## config.mk

```make
export PLATFORM = sky130hd
export DESIGN_NAME = eo_adder_stage
export DESIGN_NICKNAME = d
export VERILOG_FILES = /design/src/rtl/eo_adder_pkg.sv /design/src/rtl/c2_elem.sv /design/src/rtl/eo_fa_cell.sv /design/src/rtl/eo_ripple_chain.sv /design/src/rtl/carry_rendezvous.sv /design/src/rtl/eo_adder_stage.sv
export SDC_FILE = /design/constraint.sdc
export NUM_CORES = 1
export LEC_CHECK = 0
export BUFFER_PORTS_ARGS = -buffer_cell sky130_fd_sc_hd__buf_2
export CAP_MARGIN = 10
export CORE_MARGIN = 8
export CORE_UTILIZATION = 43
export CTS_BUF_LIST = sky130_fd_sc_hd__clkbuf_8 sky130_fd_sc_hd__clkbuf_16
export DETAILED_ROUTE_END_ITERATION = 10
export GPL_TIMING_DRIVEN = 0
export PLACE_DENSITY = 0.71
export SYNTH_ARGS = -nofsm -noshare
export SYNTH_HDL_FRONTEND = slang
export SYNTH_SLANG_ARGS = --single-unit
export TNS_END_PERCENT = 100
```

## constraint.sdc

```tcl
create_clock -name clk -period 2.15 [get_ports clk]
set_clock_uncertainty 0.05 [all_clocks]
set_input_delay 0.1075 -clock clk [delete_from_list [all_inputs] [get_ports clk]]
set_output_delay 0.1075 -clock clk [all_outputs]
set_load 0.05 [all_outputs]
```

## src/rtl/eo_adder_pkg.sv

```systemverilog
package eo_adder_pkg;

    localparam int unsigned DEF_WIDTH = 32;

    // One dual-rail wire: t high means 1, f high means 0, both low is spacer
    typedef struct packed {
        logic t;
        logic f;
    } rail_t;

    localparam rail_t RAIL_SPACER = '{t: 1'b0, f: 1'b0};

    // Input-incomplete two-term AND-OR gate
    function automatic logic ao22(input logic a, input logic b,
                                  input logic c, input logic d);
        return (a & b) | (c & d);
    endfunction

    // Next state of a two-input C-element
    function automatic logic c2_next(input logic x, input logic y,
                                     input logic z);
        return (x & y) | ((x | y) & z);
    endfunction

    function automatic logic rail_is_spacer(input rail_t r);
        return !(r.t | r.f);
    endfunction

    function automatic logic rail_is_legal(input rail_t r);
        return !(r.t & r.f);
    endfunction

endpackage

```

## src/rtl/c2_elem.sv

```systemverilog
module c2_elem
    import eo_adder_pkg::*;
(
    input  logic clk,
    input  logic rst,
    input  logic x,
    input  logic y,
    output logic z
);
    logic state_q;

    always_ff @(posedge clk) begin
        if (rst) state_q <= 1'b0;
        else     state_q <= c2_next(x, y, state_q);
    end

    assign z = state_q;

endmodule

```

## src/rtl/eo_fa_cell.sv

```systemverilog
module eo_fa_cell
    import eo_adder_pkg::*;
(
    input  logic  clk,
    input  logic  rst,
    input  rail_t a,
    input  rail_t b,
    input  rail_t ci,
    output rail_t s,
    output rail_t co
);
    logic eq_g;    // operands equal (generate or kill)
    logic pr_g;    // operands differ (propagate)
    logic c_eq_t, c_eq_f, c_pr_t, c_pr_f;

    assign eq_g = ao22(a.f, b.f, a.t, b.t);
    assign pr_g = ao22(a.f, b.t, a.t, b.f);

    // carry path: input-incomplete, no waiting on carry-in when generating/killing
    assign co.t = ao22(pr_g, ci.t, a.t, b.t);
    assign co.f = ao22(pr_g, ci.f, a.f, b.f);

    c2_elem u_c_eq_t (.clk(clk), .rst(rst), .x(eq_g), .y(ci.t), .z(c_eq_t));
    c2_elem u_c_eq_f (.clk(clk), .rst(rst), .x(eq_g), .y(ci.f), .z(c_eq_f));
    c2_elem u_c_pr_t (.clk(clk), .rst(rst), .x(pr_g), .y(ci.t), .z(c_pr_t));
    c2_elem u_c_pr_f (.clk(clk), .rst(rst), .x(pr_g), .y(ci.f), .z(c_pr_f));

    assign s.t = c_eq_t | c_pr_f;
    assign s.f = c_eq_f | c_pr_t;

    AST_CELL_SUM_EXCL: assert property (@(posedge clk) disable iff (rst)
        !(s.t && s.f));

    AST_CELL_CARRY_EXCL: assert property (@(posedge clk) disable iff (rst)
        (rail_is_legal(a) && rail_is_legal(b) && rail_is_legal(ci)) |-> !(co.t && co.f));

    AST_CELL_SUM_CLEAR: assert property (@(posedge clk) disable iff (rst)
        (rail_is_spacer(a) && rail_is_spacer(b) && rail_is_spacer(ci)) |=> (!s.t && !s.f));

endmodule

```

## src/rtl/eo_ripple_chain.sv

```systemverilog
module eo_ripple_chain
    import eo_adder_pkg::*;
#(
    parameter int unsigned WIDTH = DEF_WIDTH
)(
    input  logic              clk,
    input  logic              rst,
    input  logic [WIDTH-1:0]  a_t,
    input  logic [WIDTH-1:0]  a_f,
    input  logic [WIDTH-1:0]  b_t,
    input  logic [WIDTH-1:0]  b_f,
    input  rail_t             cin,
    output logic [WIDTH-1:0]  sum_t,
    output logic [WIDTH-1:0]  sum_f,
    output rail_t             carry_raw
);
    localparam int unsigned NCARRY = WIDTH + 1;

    rail_t carry_w [NCARRY];

    assign carry_w[0] = cin;

    for (genvar i = 0; i < WIDTH; i++) begin : g_cell
        rail_t a_r, b_r, s_r;
        assign a_r = '{t: a_t[i], f: a_f[i]};
        assign b_r = '{t: b_t[i], f: b_f[i]};

        eo_fa_cell u_cell (
            .clk (clk),
            .rst (rst),
            .a   (a_r),
            .b   (b_r),
            .ci  (carry_w[i]),
            .s   (s_r),
            .co  (carry_w[i+1])
        );

        assign sum_t[i] = s_r.t;
        assign sum_f[i] = s_r.f;
    end

    assign carry_raw = carry_w[WIDTH];

endmodule

```

## src/rtl/carry_rendezvous.sv

```systemverilog
module carry_rendezvous
    import eo_adder_pkg::*;
(
    input  logic  clk,
    input  logic  rst,
    input  rail_t carry_in,
    input  logic  ack,
    output rail_t carry_out
);
    c2_elem u_sync_t (.clk(clk), .rst(rst), .x(carry_in.t), .y(ack), .z(carry_out.t));
    c2_elem u_sync_f (.clk(clk), .rst(rst), .x(carry_in.f), .y(ack), .z(carry_out.f));

    AST_SYNC_RISE_NEEDS_ACK: assert property (@(posedge clk) disable iff (rst)
        ($rose(carry_out.t) || $rose(carry_out.f)) |-> $past(ack));

    AST_SYNC_FALL_NEEDS_ACK_LOW: assert property (@(posedge clk) disable iff (rst)
        ($fell(carry_out.t) || $fell(carry_out.f)) |-> !$past(ack));

    AST_SYNC_HOLD_WHILE_ACK: assert property (@(posedge clk) disable iff (rst)
        (ack && (carry_out.t || carry_out.f)) |=> $stable(carry_out));

    AST_SYNC_EXCL: assert property (@(posedge clk) disable iff (rst)
        $onehot0({carry_out.t, carry_out.f}));

endmodule

```

## src/rtl/eo_adder_stage.sv

```systemverilog
module eo_adder_stage
    import eo_adder_pkg::*;
#(
    parameter int unsigned WIDTH = DEF_WIDTH
)(
    input  logic              clk,
    input  logic              rst,
    input  logic [WIDTH-1:0]  a_t,
    input  logic [WIDTH-1:0]  a_f,
    input  logic [WIDTH-1:0]  b_t,
    input  logic [WIDTH-1:0]  b_f,
    input  logic              cin_t,
    input  logic              cin_f,
    input  logic              ack,
    output logic [WIDTH-1:0]  sum_t,
    output logic [WIDTH-1:0]  sum_f,
    output logic              cout_t,
    output logic              cout_f
);
    rail_t cin_r, carry_raw, carry_sync;

    assign cin_r = '{t: cin_t, f: cin_f};

    eo_ripple_chain #(.WIDTH(WIDTH)) u_chain (
        .clk       (clk),
        .rst       (rst),
        .a_t       (a_t),
        .a_f       (a_f),
        .b_t       (b_t),
        .b_f       (b_f),
        .cin       (cin_r),
        .sum_t     (sum_t),
        .sum_f     (sum_f),
        .carry_raw (carry_raw)
    );

    carry_rendezvous u_sync (
        .clk       (clk),
        .rst       (rst),
        .carry_in  (carry_raw),
        .ack       (ack),
        .carry_out (carry_sync)
    );

    assign cout_t = carry_sync.t;
    assign cout_f = carry_sync.f;

    AST_COUT_WITHHELD: assert property (@(posedge clk) disable iff (rst)
        (!ack && !cout_t && !cout_f) |=> (!cout_t && !cout_f));

    AST_SUM_RAILS_EXCL: assert property (@(posedge clk) disable iff (rst)
        ((sum_t & sum_f) == '0));

endmodule

```

==> summary.txt <==
Clocking
  • Num CTS Buffers: 17
  • H-tree depth: 4
  • Longest Clk Path Bufs: 2
  • CTS tree: done
  • Clk_lat worst skew: 410 ps
  • Reg clk slew, reported paths: 60 ps
  • Root buf cell: clkbuf_16
  • # clock sinks: 130

Die
  • Die Y: 143 um
  • Core Rows: 46
  • Die X: 143 um
  • Total Die Area: 20,600 sq um
  • Initial Utilization: 0.440
  • I/O pin total: 199
  • Core area: 15,900 sq um

Power and ir drop
  • PwrDens: 787 nW/um^2
  • Final total power: 7.56 mW
  • IR drop worst, VDD: 0.540 mV
  • Pleak: 4.34 nW

Final layout
  • Post-layout net count: 1,308
  • N_diodes: 0
  • Share of layout cells above drive strength 1: 0.325
  • Final instance area: 9610 sq um
  • Core Util, Final: 0.605
  • Area delta synth->final: 37.6%

Logic synthesis
  • Synthesized area: 6980 sq um
  • Synthesis Warnings: 0
  • Seq cells post-synth: 130
  • Cell types occupying the most area after synthesis: dfxtp_1, nand2_1, o21ai_0
  • Post-synth EDFFs: 0
  • Post-synth top area share: 0.373
  • Synth cell types: 58
  • Top_reg_cell synth: dfxtp_1
  • Avg Cell Area, Syn: 7.58 sq um
  • Syn Nets: 1,054
  • Synthesized instance count: 921
  • Async set-reset flop share out of synthesis: 0
  • Post-synthesis sequential area ratio: 0.373
  • Synth area leader: dfxtp_1

STA
  • Final min period: 2140 ps
  • Slew Limit Fails: 0
  • Hold Vio Cnt, Final: 0
  • Final worst path period share: 0.997
  • Unrepaired setup endpoints after global routing: yes
  • Endpoints failing setup: 0
  • Least-Margin Pin Slew: 832 ps
  • Fmax: 466 MHz
  • Slew headroom: 0.445
  • WHS: 21.4 ps

Global route
  • Initial antenna violation count: 1
  • First-pass GRT wire length: 35,500 um
  • Number of global-route vias before repair: 7,281
  • Largest net degree at the start of global routing: 17
  • Grt ovf: 0
  • Global-route usage over all layers: 0.214

Hold path
  • Worst Hold Class: primary input to register

Place
  • Placed Area: 8290 sq um
  • Hpwl dp: 17,400 um
  • Placer Congestion: 0.862
  • I/O Buffers: 198

Route
  • Per-cell routed wire length: 16.4 um
  • First-pass DRT Iterations: 7
  • Vias post-DR: 7,892
  • Final wirelength: 23,100 um
  • Drt via density: 5.62
  • Iteration-0 DRC Markers: 483
  • Detail Route Antenna Nets: 0
  • Drt drc: 0

Worst setup path
  • WP data required: 2380 ps
  • Startpoint types: primary input
  • Crit. End Element: register
  • Worst-path fanout max: 6
  • Critical path class: primary input to register
  • Arrival @ worst endpoint: 2370 ps

Run
  • MaxCap Viol Count: 0

Outcome
  • Status: complete, no violations
-- sequential cells by signal (all words and copies together) (netlist names) --
register                          count
u_chain.g_cell.u_cell.u_c_eq_f.z     32
u_chain.g_cell.u_cell.u_c_eq_t.z     32
u_chain.g_cell.u_cell.u_c_pr_f.z     32
u_chain.g_cell.u_cell.u_c_pr_t.z     32
u_sync.u_sync_f.z                     1
u_sync.u_sync_t.z                     1
-- cells by family (layout without fill, tap and decap cells) --
kind of cell             Yosys count  after routing  synth area share
AO/OA/AOI/OAI                    383            383             0.352
AND/OR/NAND/NOR                  366            366             0.240
flip-flops                       130            130             0.373
buffers and inverters             29            296            0.0163
adder cells (fa/ha/maj)           13             13            0.0192
-- final cells by class --
| type | instances | area, sq um |
|---|---|---|
| Tap cell | 216 | 270 |
| Buffer | 15 | 67.6 |
| Sequential cell | 130 | 2600 |
| Fill cell | 1436 | 6270 |
| Inverter | 12 | 45.0 |
| Clock buffer | 18 | 439 |
| Timing Repair Buffer | 237 | 1360 |
| Multi-Input combinational cell | 762 | 4700 |
| Clock inverter | 14 | 125 |
-- repair_timing --
| item | 4_1_cts | 5_1_grt |
|---|---|---|
| hold endpoints to repair | 13 | 0 |
| setup endpoints to repair | 43 | 48 |
| pin swaps | 14 | 24 |
| gates cloned | 0 | 0 |
| gates resized for setup | 36 | 53 |
| hold buffers | 14 | 0 |
| setup buffers | 13 | 14 |
-- metrics by stage --
| step | setup slack, ps | std cells | TNS (ps) |
|---|---|---|---|
| after floorplan | -161 | 921 | -499 |
| after global placement | -845 | 1335 | -33230 |
| after detailed placement | -792 | 1335 | -34650 |
| after CTS | -40.6 | 1394 | -121 |
| after global routing | -61.0 | 1404 | -623 |
| final | 5.99 | 1404 | 0 |
-- worst paths after layout --
| kind | from | end | slack, ps | cells past startpoint |
|---|---|---|---|---|
| worst max-delay path | b_t[6] | u_chain.g_cell[24].u_cell.u_c_eq_t.z | 6 | 12 |
| worst min-delay path | b_f[31] | u_sync.u_sync_f.z | 20 | 3 |
| worst max register to register | u_chain.g_cell[0].u_cell.u_c_pr_f.z | u_chain.g_cell[0].u_cell.u_c_pr_f.z | 820 | 3 |
| worst min register to register | u_chain.g_cell[30].u_cell.u_c_pr_f.z | u_chain.g_cell[30].u_cell.u_c_pr_f.z | 410 | 2 |
-- layout by cell type (no fill, tap or decap), types with 4 or more instances in the layout --
cell           count
nand2_1          211
buf_2            195
dfxtp_1          130
a21oi_1          108
o21ai_0          105
or2_2             66
a22o_1            38
nor2_1            24
and2_1            23
buf_4             23
clkbuf_16         17
inv_1             16
a22oi_1           14
clkbuf_1          14
dlygate4sd3_1     14
o21ai_1           12
a22o_4            11
maj3_1            10
a21o_1             9
nor3_1             9
nand3_1            8
a211oi_1           6
and3_1             5
a222oi_1           5
clkinv_2           5
a211oi_2           4
a32oi_1            4
o21ai_4            4
a32o_1             4
a21oi_2            4
a31oi_1            4
-- power breakdown --
| part | internal, mW | switching, mW |
|---|---|---|
| Combinational | 0.737 | 1.41 |
| Clock | 1.71 | 1.06 |
| Sequential | 2.57 | 0.0719 |
-- cell usage after synthesis, drive strengths merged (3+ instances only) --
cell type / number
a311oi: 4
nor2: 25
dfxtp: 130
a222oi: 5
maj3: 13
a21boi: 3
nand2: 212
clkbuf: 15
o21ai: 124
a221oi: 5
a32oi: 5
a22o: 49
o2111ai: 3
a21oi: 112
inv: 12
o31ai: 3
a22oi: 17
nor3: 10
a21o: 9
o21a: 3
and3: 6
nand4: 3
a211oi: 12
and2: 25
a32o: 5
a31oi: 5
or2: 67
nand3: 9
-- routing by layer --
metal	vias to the layer above	GRT usage	routed length [um]
met1	3679	0.264	10100
met3	40	0.0554	1570
met2	268	0.353	10900
met5	-	0	8
li1	3903	-	-
met4	2	0.0769	492
-- worst max-delay path: stages --
cell and delay (ps):
buf_2 130, or2_1 270, a31o_4 240, a2111o_1 420, a31oi_4 230, a211oi_4 70, buf_12 150, a21oi_2 240
o31ai_4 120, buf_4 160, o21ai_0 150, a21oi_1 90
No activity file was read; power rests on OpenSTA's default activity.
